--- src/rtl/bsh_pkg.sv ---
package bsh_pkg;
  // Wide words split into 9-bit lanes; otherwise 4-bit lanes.
  function automatic int lane_width(input int w);
    return (w % 9 == 0) ? 9 : 4;
  endfunction

  function automatic int lane_count(input int w);
    return w / lane_width(w);
  endfunction
endpackage

--- src/rtl/bsh_rd_chan.sv ---
module bsh_rd_chan #(
  parameter int AW       = 8,
  parameter int W        = 18,
  parameter int READ_LAT = 3
) (
  input  logic           clk,
  input  logic           rst,
  input  logic           req_valid,
  output logic           req_ready,
  input  logic [AW-1:0]  req_addr,
  output logic           rsel_n,
  output logic [AW-1:0]  addr_rise,
  input  logic [W-1:0]   q_rise,
  input  logic [W-1:0]   q_fall,
  output logic           rsp_valid,
  output logic [2*W-1:0] rsp_data
);
  localparam int CW = $clog2(READ_LAT + 2) + 1;

  logic                accept;
  logic [READ_LAT-1:0] track;
  logic                capture;
  logic [CW-1:0]       owed;

  assign accept  = req_valid & req_ready;
  assign capture = track[READ_LAT-1];

  always_ff @(posedge clk) begin
    if (rst) begin
      req_ready <= 1'b0;
      rsel_n    <= 1'b1;
      addr_rise <= '0;
    end else begin
      req_ready <= 1'b1;
      rsel_n    <= ~accept;
      if (accept) addr_rise <= req_addr;
    end
  end

  // One bit per issued read, walking toward the capture point.
  generate
    if (READ_LAT == 1) begin : g_trk1
      always_ff @(posedge clk) track <= rst ? '0 : accept;
    end else begin : g_trkn
      always_ff @(posedge clk)
        track <= rst ? '0 : {track[READ_LAT-2:0], accept};
    end
  endgenerate

  always_ff @(posedge clk) begin
    if (rst) rsp_valid <= 1'b0;
    else     rsp_valid <= capture;
    if (capture) rsp_data <= {q_fall, q_rise};
  end

  // Checker state: reads issued but not yet answered.
  always_ff @(posedge clk) begin
    if (rst) owed <= '0;
    else     owed <= owed + CW'(accept) - CW'(rsp_valid);
  end

  p_rsel_issue_r2: assert property (@(posedge clk) disable iff (rst)
    accept |=> (!rsel_n && addr_rise == $past(req_addr)))
    else $error("R2 read select/address not issued");

  p_rsel_idle_r6: assert property (@(posedge clk) disable iff (rst)
    !accept |=> (rsel_n && $stable(addr_rise)))
    else $error("R6 read port not idle");

  p_rsp_owed_r7: assert property (@(posedge clk) disable iff (rst)
    rsp_valid |-> (owed != '0))
    else $error("R7 response without a read");

  p_owed_bound_r8: assert property (@(posedge clk) disable iff (rst)
    owed <= CW'(READ_LAT + 1))
    else $error("R8 too many reads in flight");
endmodule

--- src/rtl/bsh_wr_chan.sv ---
module bsh_wr_chan #(
  parameter int AW    = 8,
  parameter int W     = 18,
  parameter int LANES = bsh_pkg::lane_count(W)
) (
  input  logic             clk,
  input  logic             rst,
  input  logic             req_valid,
  output logic             req_ready,
  input  logic [AW-1:0]    req_addr,
  input  logic [W-1:0]     req_d0,
  input  logic [W-1:0]     req_d1,
  input  logic [LANES-1:0] req_en0,
  input  logic [LANES-1:0] req_en1,
  output logic             wsel_n,
  output logic [AW-1:0]    addr_fall,
  output logic [W-1:0]     d_rise,
  output logic [W-1:0]     d_fall,
  output logic [LANES-1:0] be_n_rise,
  output logic [LANES-1:0] be_n_fall
);
  logic             accept;
  logic [LANES-1:0] inv0, inv1;

  assign accept = req_valid & req_ready;

  generate
    for (genvar k = 0; k < LANES; k++) begin : g_lane
      assign inv0[k] = ~req_en0[k];
      assign inv1[k] = ~req_en1[k];
    end
  endgenerate

  always_ff @(posedge clk) begin
    if (rst) begin
      req_ready <= 1'b0;
      wsel_n    <= 1'b1;
      addr_fall <= '0;
      d_rise    <= '0;
      d_fall    <= '0;
      be_n_rise <= '1;
      be_n_fall <= '1;
    end else begin
      req_ready <= 1'b1;
      wsel_n    <= ~accept;
      be_n_rise <= accept ? inv0 : '1;
      be_n_fall <= accept ? inv1 : '1;
      if (accept) begin
        addr_fall <= req_addr;
        d_rise    <= req_d0;
        d_fall    <= req_d1;
      end
    end
  end

  p_wsel_issue_r3: assert property (@(posedge clk) disable iff (rst)
    accept |=> (!wsel_n && addr_fall == $past(req_addr)
                && d_rise == $past(req_d0) && d_fall == $past(req_d1)))
    else $error("R3 write not issued");

  p_strobe_inv_r4: assert property (@(posedge clk) disable iff (rst)
    accept |=> (be_n_rise == ~$past(req_en0) && be_n_fall == ~$past(req_en1)))
    else $error("R4 strobes not inverted enables");

  p_strobe_idle_r6: assert property (@(posedge clk) disable iff (rst)
    wsel_n |-> (&be_n_rise && &be_n_fall))
    else $error("R6 strobe active while deselected");

  p_wr_idle_hold_r6: assert property (@(posedge clk) disable iff (rst)
    !accept |=> (wsel_n && $stable(addr_fall)))
    else $error("R6 write address moved while idle");
endmodule

--- src/rtl/burst_sram_host.sv ---
module burst_sram_host #(
  parameter int AW       = 8,
  parameter int W        = 18,
  parameter int READ_LAT = 3,
  parameter int LANES    = bsh_pkg::lane_count(W)
) (
  input  logic             clk,
  input  logic             rst,
  input  logic             rd_valid,
  output logic             rd_ready,
  input  logic [AW-1:0]    rd_addr,
  input  logic             wr_valid,
  output logic             wr_ready,
  input  logic [AW-1:0]    wr_addr,
  input  logic [W-1:0]     wr_beat0,
  input  logic [W-1:0]     wr_beat1,
  input  logic [LANES-1:0] wr_en0,
  input  logic [LANES-1:0] wr_en1,
  output logic             rsp_valid,
  output logic [2*W-1:0]   rsp_data,
  output logic             mem_rsel_n,
  output logic             mem_wsel_n,
  output logic [AW-1:0]    mem_addr_rise,
  output logic [AW-1:0]    mem_addr_fall,
  output logic [W-1:0]     mem_d_rise,
  output logic [W-1:0]     mem_d_fall,
  output logic [LANES-1:0] mem_be_n_rise,
  output logic [LANES-1:0] mem_be_n_fall,
  input  logic [W-1:0]     mem_q_rise,
  input  logic [W-1:0]     mem_q_fall
);
  bsh_rd_chan #(.AW(AW), .W(W), .READ_LAT(READ_LAT)) u_rd (
    .clk(clk), .rst(rst),
    .req_valid(rd_valid), .req_ready(rd_ready), .req_addr(rd_addr),
    .rsel_n(mem_rsel_n), .addr_rise(mem_addr_rise),
    .q_rise(mem_q_rise), .q_fall(mem_q_fall),
    .rsp_valid(rsp_valid), .rsp_data(rsp_data)
  );

  bsh_wr_chan #(.AW(AW), .W(W), .LANES(LANES)) u_wr (
    .clk(clk), .rst(rst),
    .req_valid(wr_valid), .req_ready(wr_ready), .req_addr(wr_addr),
    .req_d0(wr_beat0), .req_d1(wr_beat1),
    .req_en0(wr_en0), .req_en1(wr_en1),
    .wsel_n(mem_wsel_n), .addr_fall(mem_addr_fall),
    .d_rise(mem_d_rise), .d_fall(mem_d_fall),
    .be_n_rise(mem_be_n_rise), .be_n_fall(mem_be_n_fall)
  );

  p_dual_issue_r5: assert property (@(posedge clk) disable iff (rst)
    (rd_valid && rd_ready && wr_valid && wr_ready) |=> (!mem_rsel_n && !mem_wsel_n))
    else $error("R5 concurrent read/write not issued together");

  p_ready_r9: assert property (@(posedge clk) disable iff (rst)
    $past(!rst) |-> (rd_ready && wr_ready))
    else $error("R9 ready dropped");
endmodule

--- config.mk ---
export PLATFORM = sky130hd
export DESIGN_NAME = burst_sram_host
export DESIGN_NICKNAME = d
export VERILOG_FILES = /design/src/rtl/bsh_pkg.sv /design/src/rtl/bsh_rd_chan.sv /design/src/rtl/bsh_wr_chan.sv /design/src/rtl/burst_sram_host.sv
export SDC_FILE = /design/constraint.sdc
export NUM_CORES = 1
export LEC_CHECK = 0
export BUFFER_PORTS_ARGS = -buffer_cell sky130_fd_sc_hd__buf_2
export CAP_MARGIN = 20
export CORE_MARGIN = 3
export CORE_UTILIZATION = 45
export DETAILED_ROUTE_END_ITERATION = 8
export GPL_TIMING_DRIVEN = 0
export PLACE_DENSITY_LB_ADDON = 0.12
export SLEW_MARGIN = 20
export SYNTH_ARGS = -nofsm -noshare
export SYNTH_HDL_FRONTEND = slang
export SYNTH_HIERARCHICAL = 1
export SYNTH_SLANG_ARGS = --single-unit
--- constraint.sdc ---
create_clock -name clk -period 2.35 [get_ports clk]
set_input_delay 0.1175 -clock clk [delete_from_list [all_inputs] [get_ports clk]]
set_output_delay 0.1175 -clock clk [all_outputs]
set_load 0.01 [all_outputs]
* Word-level counts from Yosys, hierarchy flattened *
Index checks and enable logic that the tools add are counted.

cells by class
  mux-type cells = 1
  reductions and logical operators = 1
  bitwise gates (word level) = 8

operators with widths
  cell             number
  $not 1->1        6
  $and 1x1->1      2
  $reduce_or 2->1  1
  $mux 1           1

storage, ports and cells
  word-level logic and storage cells = 22
  output and inout bits = 97
  flip-flop bits (word level) = 99

* Longest topological paths before layout *
Gate-level depths: netlist (run 1).

  depth in word-level cells = 3
  depth in mapped cells = 5
  mapped depth without buffers = 2

* By module *
The synthesis (run 1) kept the hierarchy.

by module, submodules not included
  module       cells an instance  area an instance (µm²)  instances
  bsh_wr_chan  214                2342.2                  1
  bsh_rd_chan  76                 1581.5                  1

* Worst setup path before layout (run 1) *
Ideal clock, no wire load.

  kind = register to register
  start point = reg u_rd.track[2]
  end point = reg u_rd.rsp_data[0] (enable)
  buffers on the path = 0
  slack = 888 ps
  arrival time = 1066 ps
  stages on the path, launching flop included = 1
  data required time = 1954 ps
  path through = dfxtp_1

RTL lines
  what                    line               source
  from (decl)             bsh_rd_chan.sv:21  logic [READ_LAT-1:0] track;
  from (signal assigned)  bsh_rd_chan.sv:46  track <= rst ? '0 : {track[READ_LAT-2:0], accept};
  to (signal assigned)    bsh_rd_chan.sv:53  if (capture) rsp_data <= {q_fall, q_rise};
  to (decl)               bsh_rd_chan.sv:16  output logic [2*W-1:0] rsp_data

No word-level cell between the ends.

* Worst setup path after layout (run 1) *
  start point = reg u_wr.req_ready
  end point = reg u_wr.be_n_fall[1]

between the ends
  word-level cells in the longest chain between the ends = 3

RTL lines
  what                              line               source
  from (decl)                       bsh_wr_chan.sv:9   output logic req_ready,
  from (signal assigned)            bsh_wr_chan.sv:36  req_ready <= 1'b0;
  from (signal assigned)            bsh_wr_chan.sv:44  req_ready <= 1'b1;
  $and 1x1->1                       bsh_wr_chan.sv:25  assign accept = req_valid & req_ready;
  $not 1->1                         n/a
  $reduce_or 2->1 (no source line)  n/a
  to (signal assigned)              bsh_wr_chan.sv:47  be_n_fall <= accept ? inv1 : '1;
  to (decl)                         bsh_wr_chan.sv:20  output logic [LANES-1:0] be_n_fall

Every way passes these cells.
A chain may end at the register's enable or synchronous reset.

==> results of run 1 <==
==> registers in the layout (all words and copies together) (netlist names) <==
signal / count
u_wr/wsel_n: 1
u_wr/addr_fall: 8
u_rd/rsp_data: 36
u_rd/addr_rise: 8
u_rd/req_ready: 1
u_rd/track: 3
u_rd/rsp_valid: 1
u_rd/rsel_n: 1
u_wr/req_ready: 1
u_wr/be_n_fall: 2
u_wr/d_fall: 18
u_wr/be_n_rise: 2
u_wr/d_rise: 18
==> metrics by stage <==
step	setup slack, ps	area (µm²)	power [mW]	utilization (%)
after CTS	1220	5690	3.35	68.3
final	1220	5690	3.31	68.3
after global routing	1180	5690	3.46	68.3
after detailed placement	1220	5030	2.30	60.3
after floorplan	888	3920	2.13	-
after global placement	614	5010	2.29	60.0
==> cell type report <==
type	instances	area (µm²)	area share (%)
buffer	28	235	4.13
timing repair buffer	240	1460	25.7
multi-input combinational	159	1320	23.1
sequential	100	2360	41.5
clock inverter	6	46.3	0.813
clock buffer	10	129	2.26
inverter	3	11.3	0.198
tap	105	131	2.31
==> worst min-delay path: stages <==
cell	delay, ps
sky130_fd_sc_hd__buf_2	90
sky130_fd_sc_hd__nand3_1	70
sky130_fd_sc_hd__a21oi_2	50
==> kinds of logic after synthesis <==
| logic type | Yosys count | synth area share (%) |
|---|---|---|
| AO/OA/AOI/OAI | 96 | 22.8 |
| AND/OR/NAND/NOR | 63 | 10.7 |
| flip-flops | 100 | 60.2 |
| buffers and inverters | 31 | 6.28 |
==> routing by layer <==
layer  share of wire, %  vias up
met5                  0        -
met4                1.5        0
met3                7.3       12
met2                 51      123
met1                 41     1500
li1                   -     1563
==> worst paths after layout <==
check | slack, ps | start | cells after the start | to
setup / recovery | 1220 | u_wr/req_ready$_DFF_P_ | 4 | u_wr/be_n_fall[1]$_SDFF_PP1_
hold / removal | 20 | wr_beat1[5] | 3 | u_wr/d_fall[5]$_SDFFE_PP0P_
setup reg to reg | 1220 | u_wr/req_ready$_DFF_P_ | 4 | u_wr/be_n_fall[1]$_SDFF_PP1_
hold reg to reg | 460 | u_rd/track[0]$_SDFF_PP0_ | 1 | u_rd/track[1]$_SDFF_PP0_
==> cell usage after synthesis <==
library cell / instances / share of area, %
sky130_fd_sc_hd__nand2_1: 4 / 0.38
sky130_fd_sc_hd__nand2_2: 1 / 0.16
sky130_fd_sc_hd__and2b_2: 3 / 0.67
sky130_fd_sc_hd__inv_2: 1 / 0.096
sky130_fd_sc_hd__nor2_1: 1 / 0.096
sky130_fd_sc_hd__inv_1: 2 / 0.19
sky130_fd_sc_hd__and4b_1: 5 / 1.3
sky130_fd_sc_hd__a21oi_2: 44 / 9.8
sky130_fd_sc_hd__dfxtp_1: 64 / 33
sky130_fd_sc_hd__nand3_2: 10 / 2.6
sky130_fd_sc_hd__a21bo_2: 6 / 1.5
sky130_fd_sc_hd__buf_4: 2 / 0.38
sky130_fd_sc_hd__nand3_1: 35 / 4.5
sky130_fd_sc_hd__and4b_2: 3 / 0.86
sky130_fd_sc_hd__buf_6: 8 / 2.3
sky130_fd_sc_hd__edfxtp_1: 36 / 28
sky130_fd_sc_hd__a31o_2: 3 / 0.67
sky130_fd_sc_hd__and3b_1: 1 / 0.22
sky130_fd_sc_hd__buf_12: 2 / 1.0
sky130_fd_sc_hd__buf_8: 1 / 0.38
sky130_fd_sc_hd__a21bo_1: 38 / 9.7
sky130_fd_sc_hd__a31o_1: 5 / 1.1
sky130_fd_sc_hd__buf_2: 15 / 1.9
==> where the power goes <==
group | internal [mW] | switching (mW) | total [mW]
registers | 1.85 | 0.0249 | 1.87
clock network | 0.400 | 0.578 | 0.978
logic | 0.243 | 0.214 | 0.458
total | 2.49 | 0.818 | 3.31
==> cell usage in the layout (no fill, tap or decap), drive strengths merged <==
cell and instances:
clkbuf 10, and4b 8, a31o 8, edfxtp 36
a21bo 44, nand2 5, a21oi 44, inv 6
clkinvlp 2, buf 219, dfxtp 64, and2b 3
clkinv 1, nand3 45, and3b 1, nor2 1
dlygate4sd3 49
==> repair_timing <==
item / 4_1_cts / 5_1_grt
hold buffers: 49 / 0
endpoints found under the hold margin: 49 / 0
gates resized for setup: 0 / 0
==> results by stage, run 1 <==
Status:
- The run finished with clean final reports.

CTS:
- CTS placed an instance of sky130_fd_sc_hd__clkbuf_8 at the clock tree root.
- Counting every sink on the clock net gives 100.
- Counting along the longest clock path gives a buffer depth of 2.
- The latest clock arrival within the worst-skew pair is 340 ps.
- In this run the number of H-tree levels came out at 3.
- The register clock-pin slew on the reported worst setup and hold paths is 100 ps.
- The post-CTS repair timing setup buffer count is 0.
- The number of buffers added by the clock tree synthesis step is 9.
- TritonCTS built the clock tree.

Power and ir drop:
- The leakage power is 2.51 nW.
- The worst-case IR drop observed on VDD is 311 µV.
- The power density over cell area is 581 nW/µm².

Critical path:
- The critical path's most frequent cell is sky130_fd_sc_hd__buf_6.
- In this design, the stage delay of the slowest critical-path cell is 350 ps.
- Walking the worst path, the cells encountered are buf_6 -> buf_6 -> and3b_1 -> nand2_1.
- The capturing element type of the critical path is a flip-flop.
- The standard cell with the maximum stage delay on the critical path is sky130_fd_sc_hd__dfxtp_1.
- For the worst setup path, the data required time is 2590 ps.
- The kind of critical path is reg -> reg.
- The worst endpoint data arrival time is 1360 ps.
- The cell class contributing the biggest share of worst-path delay is simple AND/OR/NAND/NOR gates.
- The number of buffers and inverters on the critical path is 2.
- Along the worst path, the maximum fanout reaches 10.
- STA classifies the critical path startpoint as a flip-flop.

GRT:
- The maximum number of pins on one net before global-route repair is 29.
- The total global routing track utilization is 21.2%.
- The via count of the first global-routing pass is roughly 3300.
- The met2 usage is 37.8%.
- The global routing usage on met3 is 5.47%.
- The initial antenna violation count is 0.
- The total overflow left after global routing is 0.
- The global routing stage identified its most utilized layer as met2.
- The global-route wire length before repair is 16500 µm.
- Global routing used 24.6% of the available met1 tracks.

STA:
- Setup repair after global routing left no endpoint under its margin.
- The worst hold slack after final layout is roughly 23 ps.
- Between clock sinks in the finished design, the worst skew comes to between 10 and 15 ps.
- The slew at the pin with the worst max-slew slack is 312 ps.
- Measured against its own limit, the worst slew margin works out to 79.2%.
- The max-slew violation total from the final report came to 0.
- After layout, the worst path uses 47.9% of the clock period.
- The worst path in the final design needs a cycle of about 1100 ps, including I/O delays and setup.
- The number of endpoints failing setup at the final stage is 0.
- Adding up every negative setup slack in the final design gives 0 ps.
- The final number of hold-violating endpoints was 0.
- The highest achievable clock rate is 889 MHz.

Cells and area:
- In the final design database the tool counted approximately 640 nets.
- From synthesis to final layout, the design area changed by 45.1%.
- The proportion of layout cells with a drive suffix above 1 is between 50% and 60%.
- The number of antenna diodes in the final layout is 0.
- The number of fill cells is 666.
- The number of non-filler instances in the completed layout is 651.

Die:
- The horizontal extent of the die is roughly 99 µm.
- The die is between 90 and 100 µm tall.
- The area of the die is 9880 µm².
- In this run the core area contains 33 standard-cell rows.
- The initial standard-cell utilization of the core is 47.0%.
- During I/O placement, the number of pins put on the boundary was 193.
- The area of the placeable core is 8340 µm².

Route:
- The routed layout has about 3200 vias.
- After detailed routing, the total wire length is 10500 µm.
- Dividing the detail-routed wire length by the instance count gives ~16 µm.
- For this block, the initial DRC count from the detailed router was 96.
- The number of vias per cell after detailed routing is between 4 and 5.
- The count of antenna-violating nets left after detailed routing is 0.
- The DRC violation count after routing is 0.
- The pre-antenna-repair detailed-routing pass consisted of 4 iterations.

Logic synthesis:
- The mean post-synth cell area is 13.5 µm².
- After synthesis, flip-flops and latches occupy between 60% and 70% of the total area.
- After synthesis, the netlist uses 23 different library cells.
- The net count after synthesis is around 390.
- The total of warnings raised by yosys is 6.
- The synthesized instance count is 290.
- The cell area after synthesis is 3920 µm².
- In this run, synthesis produced a sequential element count of 100.

Placed design:
- The placer congestion estimate is 0.801.
- Detailed placement ended at an HPWL of between 6000 and 7000 µm.
- The count of port buffers added during placement is between 150 and 200.
- The number of instances in the placed design is 586.

Worst hold path:
- The worst hold path belongs to the class in -> reg.

Job:
- Across the run, the number of max-cap violations was 0.
Power figures use the tool's default switching activity.
==> run 2, diff against run 1 <==
ABC_AREA = 1   (was default)
CORE_UTILIZATION = 43   (was 45)
clock period = 1.1 ns   (was 2.35 ns; I/O delays follow)
==> run 2 against run 1 <==
  * Largest power group unchanged
  * Power increased by 120%
  * Clock skew decreased by 2.4 ps
  * Die area down 8.5%
  * Area after synthesis down 13%
  * Critical path type unchanged
  * Fmax up 11%
  * Routed wire length is 0.11% lower
  * Sequential share of layout area up 0.44 points
  * Clock-buffer cell count shrank 1
==> results by stage, run 2 <==
Logic synthesis:
- The commonest cells after synthesis are sky130_fd_sc_hd__dfxtp_1 (64), sky130_fd_sc_hd__nand2_1 (56), sky130_fd_sc_hd__nand4_1 (52).
- Among all flip-flop cells after synthesis, the most frequent one is sky130_fd_sc_hd__dfxtp_1.
- The distinct cell type count of the synthesized netlist is 13.
- For this run, the number of Yosys warnings is 6.
- After synthesis, the largest area contributor takes up 37.6% of total cell area.
- After technology mapping, the gate count stands at 300.
- Counting flops with an async set or reset pin after synthesis yields a share of 0%.
- The flip-flop and latch count after synthesis is 100.
- The sequential element share of the synthesized area is between 60% and 70%.
- Each instance of the synthesized netlist takes up on average between 10 and 15 µm².
- In the post-synthesis netlist, the cell with the most instances is sky130_fd_sc_hd__dfxtp_1.
- After synthesis the cells add up to 3410 µm².
- The number of enable flip-flop cells after synthesis is 36.
- In the post-synthesis netlist, the biggest area contributors are sky130_fd_sc_hd__dfxtp_1 (38%), sky130_fd_sc_hd__edfxtp_1 (32%), sky130_fd_sc_hd__nand4_1 (9.5%).
- The biggest area contributor in the post-synthesis netlist is sky130_fd_sc_hd__dfxtp_1.
- The number of nets in the synthesized netlist is 396.

Power and ir drop:
- Across the VDD grid, the largest voltage drop is 1010 µV.
- The power density over cell area is 1290 nW/µm².
- Summed over all cells, the static leakage comes to ~2.7 nW.
- Power comes to 7.27 mW.

Die:
- The number of standard-cell rows in the floorplan is 31.
- The area of the placeable core is around 7500 µm².
- The chip height is between 90 and 100 µm.
- The die covers 9040 µm².
- For this configuration, the core starts out at a cell density of a little under half.
- Measured along the x axis, the die boundary spans roughly 95 µm.
- The boundary pin count is roughly 190.

STA:
- The final number of hold-violating endpoints came to 0.
- The slew at the pin with the worst max-slew slack is between 400 and 500 ps.
- The final worst clock skew is roughly 7.8 ps.
- The worst hold slack after final layout is 19.9 ps.
- In the finished design, the share of the clock period the worst path needs comes to 92.5%.
- Setup repair after global routing left no endpoint under its margin.
- Setup violations remaining at the end of the flow were counted as 0.
- The max-slew violation total from the final report is 0.
- The headroom to the max-slew limit is 68.6%.
- Summed over all failing endpoints, the final setup total negative slack is 0 ps.
- The worst path needs 1020 ps of the cycle, external delays included.
- Derived from the worst setup path, the maximum achievable clock frequency is slightly below 1000 MHz.

Cells and area:
- The number of antenna diodes in the final layout is 0.
- The register with the highest flop count is u_rd/rsp_data.
- Fill cells in the final layout number 538.
- The net count reported at finish is ~690.
- The number of non-filler instances in the completed layout is 699.
- The library cell used most frequently in the layout, excluding fill and tap cells, is sky130_fd_sc_hd__buf_2.
- The area growth from synthesis to layout is 65.4%.
- Measured on the finished design, the core utilization comes to 75.4%.
- Leaving out fill and tap cells, the most frequent cells in the layout are sky130_fd_sc_hd__buf_2 (205), sky130_fd_sc_hd__dlygate4sd3_1 (94), sky130_fd_sc_hd__dfxtp_1 (62).
- The post-route netlist has around two fifths of its cells at a drive strength greater than 1.
- The register with the most flip-flops in the layout has 36 of them.
- The largest registers in the layout are u_rd/rsp_data (36), u_wr/d_fall (18), u_wr/d_rise (18).

GRT:
- The first global-routing pass estimated ~16000 µm of wire.
- The initial antenna violation count is 0.
- The via count of the first global-routing pass is about 3300.
- Entering global routing, the biggest net connects 38 pins.
- The global route total overflow is 0.
- The total global routing track utilization is 22.9%.

Route:
- The wire length after detailed routing is 10500 µm.
- The detailed router's first-iteration violation count is 200.
- The detail route stage leaves a number of antenna-violating nets equal to 0.
- In the final routed layout, each cell accounts on average for 15.0 µm.
- The total via count after detailed routing is 3432.
- The number of vias per cell after detailed routing is approximately 4.9.
- The first detailed-routing pass took 5 iterations.
- After detailed routing, the number of remaining DRC violations is 0.

Critical path:
- The kind of critical path is reg -> reg.
- Of all nets on the critical path, the largest fanout is 37.
- The startpoint identified for the worst register-to-register timing path is u_rd/track[2]$_SDFF_PP0_.
- The worst setup path startpoint is u_rd/track[2]$_SDFF_PP0_.
- The startpoint class of the critical path is a flip-flop.
- The capturing element type of the critical path is a flip-flop.
- The worst endpoint data arrival time is 1020 ps.
- The worst reg-to-reg setup slack is 80 ps.
- The required time of the critical path is 1100 ps.

Placed design:
- During placement, the flow inserted port buffers numbering between 150 and 200.
- In this run, placement finished with an instance count of 589.
- Once detailed placement completed, the half-perimeter wirelength came to roughly 6500 µm.
- The placer congestion estimate is 0.743.

Job:
- Across the run, the number of max-cap violations was 0.

CTS:
- The post-CTS repair timing setup buffer count is 0.
- The buffer cell driving the clock tree root is sky130_fd_sc_hd__clkbuf_8.
- The number of buffers on the longest clock path is 2.
- The register clock-pin slew on the reported worst setup and hold paths is roughly 90 ps.
- For this design, the sink count on the clock tree is 100.
- The later pin in the worst-skew pair is clocked with a latency of 350 ps.
- The TritonCTS clock tree is yes.
- CTS built an H-tree with a depth of 3.
- The number of buffers added by the clock tree synthesis step is 9.

Worst hold path:
- The path class of the tightest hold or removal check is in -> reg.
- The critical hold path startpoint is rst.

Status:
- The flow ran to the end, and the final reports show no timing, DRC or antenna violations.
==> run 2: cell types whose count changed after synthesis, sizes merged, moves of 7 or more <==
cell | before | now
a31o | 8 | 0
nand3 | 45 | 52
a21bo | 44 | 0
nand2 | 5 | 58
nand4 | 0 | 52
and4b | 8 | 0
a21oi | 44 | 0
==> run 2: cells by family (layout without fill, tap and decap cells) <==
group	Yosys count	count (layout)	synth area share (%)
buf+inv	33	333	6.05
flops	100	100	69.3
simple gates	167	167	24.7
==> run 2: final timing paths <==
check | endpoint | cells past startpoint
setup / recovery | u_rd/rsp_data[3]$_DFFE_PP_ | 0
hold reg to reg | u_rd/track[2]$_SDFF_PP0_ | 2
hold / removal | u_wr/wsel_n$_SDFF_PP1_ | 3
setup reg to reg | u_rd/rsp_data[3]$_DFFE_PP_ | 0
==> run 2: repair_timing <==
action                                 CTS  global route
resized for setup                        2             3
setup endpoints to repair               41            16
hold buffers                            94             0
endpoints found under the hold margin   95             0
==> run 2: layout make-up <==
type	count	area [µm²]	share of cell area, %
inverter	7	26.3	0.466
sequential	100	2370	42.0
multi-input combinational	167	850	15.1
timing repair buffer	284	1890	33.5
clock inverter	7	75.1	1.33
buffer	26	184	3.26
clock buffer	9	124	2.20
tap	99	124	2.20
==> run 2: metrics by stage <==
stage	setup WS [ps]	instance area, µm²
global placement	-124	4490
detailed placement	-151	4490
finish	82.1	5640
floorplan	11.6	3410
global route	17.6	5640
CTS	73.4	5630
==> run 2: routing by layer <==
layer | vias to the layer above | routed length [µm] | track usage [%]
met5 | - | 0 | 0
met4 | 0 | 280 | 9.74
met3 | 24 | 875 | 5.76
met2 | 183 | 5370 | 40.6
met1 | 1560 | 3940 | 26.1
li1 | 1665 | - | -
==> run 2: power breakdown <==
part           total (mW)  switching [mW]  internal [mW]
clock network        2.32            1.26           1.06
registers            4.01          0.0608           3.95
logic               0.944           0.426          0.518
==> run 3, diff against run 2 <==
REMOVE_ABC_BUFFERS = 1   (was default)
==> run 3 against run 2 <==
  * Core utilization is 0.32 points higher
  * Die area is the same
  * Register-to-register slack about the same
  * Global-route usage is 0.094 points higher
  * Flip-flop and latch count did not move
  * Non-clock buffer count down 18
  * First-iteration DRC count down 5.5%
  * Fmax shrank 3.9%
  * Largest power group unchanged
  * Highest routed layer unchanged
==> results by stage, run 3 (synthesis results as in run 2) <==
Status:
- The run finished with clean final reports.

Cells and area:
- The number of flip-flops under the largest register name is 36.
- The post-layout utilization of the core is approximately 76%.
- The largest registers in the layout are u_rd/rsp_data (36), u_wr/d_fall (18), u_wr/d_rise (18).
- In the layout the commonest cells are sky130_fd_sc_hd__buf_2 (191), sky130_fd_sc_hd__dlygate4sd3_1 (94), sky130_fd_sc_hd__dfxtp_1 (61).
- The number of fill cells is 486.
- The design area is 5670 µm².
- The proportion of layout cells with a drive suffix above 1 is 38.4%.
- The library cell used most frequently in the layout, excluding fill and tap cells, is sky130_fd_sc_hd__buf_2.
- Relative to the synthesized area, the layout overhead comes to 66.1%.
- The register with the highest flop count is u_rd/rsp_data.
- 0 antenna diodes ended up in the layout.
- The net count reported at finish is about 670.

CTS:
- The TritonCTS clock tree is yes.
- The number of buffers on the longest clock path is 2.
- CTS placed an instance of sky130_fd_sc_hd__clkbuf_8 at the clock tree root.
- The register clock-pin slew on the reported worst setup and hold paths is 90 ps.
- Buffers inserted during clock tree synthesis total 9.
- The number of sinks driven by the clock tree is 100.
- The latest clock arrival within the worst-skew pair is 360 ps.
- The total number of H-tree levels is 3.

Route:
- The wire length the detailed router placed on met1 is 4000 µm.
- The first detailed-routing pass took 5 iterations.
- Using the TritonRoute via totals, the vias-per-cell ratio works out to 4.92.
- The total length of routed met3 wires is 808 µm.
- The DRC violation count after routing is 0.
- The count of antenna-violating nets left after detailed routing is 0.
- Wire segments on met2 add up to a little over 5000 µm in the final route.
- The total via count after detailed routing is 3357.
- The routed design has 10200 µm of wire.
- The detailed router's first-iteration violation count is 189.
- The highest metal layer used by the detailed router is met4.
- Dividing the detail-routed wire length by the instance count gives about 15 µm.

Power and ir drop:
- For this design the static power due to leakage is 2.72 nW.
- Power comes to 7.94 mW.
- VDD sags by at most ~870 µV.
- The power density over cell area is 1400 nW/µm².

Critical path:
- The kind of critical path is reg -> out.
- Measured in cells, the most critical reg-to-reg path has a length of 4.
- The endpoint identified for the worst register-to-register timing path is u_wr/d_fall[16]$_SDFFE_PP0P_.
- The critical path starts at u_wr/req_ready$_DFF_P_.
- The worst register-to-register path has a setup slack of 70 ps.
- At the worst endpoint, the arrival time is 1000 ps.
- STA classifies the critical path startpoint as a flip-flop.
- The worst-path maximum fanout is 6.
- The critical path ends at wr_ready.
- At the worst endpoint, the required time is 1040 ps.
- The source of the worst register-to-register timing path is u_wr/req_ready$_DFF_P_.
- STA classifies the critical path endpoint as an output port.

Placed design:
- Port buffering added 192 buffers.
- Once detailed placement completed, the half-perimeter wirelength came to 5840 µm.
- In this run the cell area measured after placement is 4360 µm².
- Timing analysis after detailed placement gives a worst setup slack of -749 ps.
- The placer congestion estimate is 0.679.

STA:
- The number of endpoints failing setup at the final stage is 0.
- Measured against its own limit, the worst slew margin works out to 46.8%.
- The final critical path takes up 96.3% of the cycle.
- The final number of hold-violating endpoints is 0.
- Setup repair after global routing left no endpoint under its margin.
- On the final layout, the worst clock skew is 6.38 ps.
- The worst path meets setup with roughly 41 ps of slack.
- At the pin with the least slew margin, the transition time is approximately 800 ps.
- The routed design could run at a clock period as short as 1060 ps.
- Across all hold checks on the routed design, the worst slack comes to 18.3 ps.
- The highest achievable clock rate is ~940 MHz.
- The max-slew violation total from the final report is 0.

Worst hold path:
- The class of the tightest hold or removal check is in -> reg.

Die:
- The initial standard-cell utilization of the core is a little under half.
- The die covers between 9000 and 10000 µm².
- After floorplanning, the core was divided into 31 placement rows.
- Measured along the y axis, the die boundary spans 95.1 µm.
- The area of the placeable core is 7490 µm².
- The horizontal extent of the die is 95.1 µm.
- Pin placement for this block handled around 190 I/O pins.

GRT:
- The global route total overflow is 0.
- The total global routing track utilization is 23.0%.
- The initial antenna violation count is 0.
- The via count of the first global-routing pass is between 3000 and 4000.
- Entering global routing, the biggest net connects 90 pins.
- The global-route wire length before repair is 15900 µm.

Job:
- Across the run, the number of max-cap violations was 0.
run 3: worst min-delay path by stage:
| stage | start | end | slack [ps] | depth (start not counted) |
|---|---|---|---|---|
| 5_1_grt | rst | u_rd/rsp_valid$_SDFF_PP0_ | 20 | 2 |
| 3_5_place_dp | wr_en1[0] | u_wr/be_n_fall[0]$_SDFF_PP1_ | 220 | 2 |
| 6_report | rst | u_rd/rsp_valid$_SDFF_PP0_ | 20 | 2 |
| 4_1_cts | rst | u_rd/rsp_valid$_SDFF_PP0_ | 0.3 | 2 |
| 2_1_floorplan | wr_en1[0] | u_wr/be_n_fall[0]$_SDFF_PP1_ | 120 | 1 |
| 3_3_place_gp | wr_en1[0] | u_wr/be_n_fall[0]$_SDFF_PP1_ | 220 | 2 |
run 3: layout make-up:
class	count	area, µm²	area share [%]
Clock inverter	7	145	2.56
Tap cell	99	124	2.19
Multi-Input combinational cell	168	870	15.3
Sequential cell	100	2370	41.9
Timing Repair Buffer	292	2000	35.4
Clock buffer	9	124	2.19
Inverter	7	28.8	0.508
run 3: repair_timing:
item / in CTS / in global routing
setup endpoints to repair: 51 / 36
buffers inserted: 1 / 2
hold buffers: 94 / 0
gates resized for setup: 6 / 2
hold endpoints to repair: 93 / 0
gates cloned: 3 / 0
run 3: worst max-delay path, cell delays in order, from the launching register on:
cell	delay (ps)
sky130_fd_sc_hd__dfxtp_4	370
sky130_fd_sc_hd__buf_12	140
sky130_fd_sc_hd__buf_2	140
run 3: per-stage QoR:
| stage | cells | TNS (ps) |
|---|---|---|
| 6_report | 682 | 0 |
| 3_3_place_gp | 565 | -97780 |
| 2_1_floorplan | 274 | -50530 |
| 4_1_cts | 681 | -5.14 |
| 5_1_grt | 682 | 0 |
| 3_5_place_dp | 567 | -23500 |
run 3: report_power, final:
part	switching (mW)	leakage, nW	internal [mW]
combinational	0.423	1.73	0.503
sequential	0.0606	0.850	3.95
clock	1.25	0.130	1.76
total	1.74	2.72	6.20
run 3: metal layers:
| metal | track usage (%) | vias up |
|---|---|---|
| met2 | 39.4 | 160 |
| met4 | 11.1 | 0 |
| met1 | 26.9 | 1544 |
| met3 | 5.68 | 18 |
| met5 | 0 | - |
| li1 | - | 1635 |
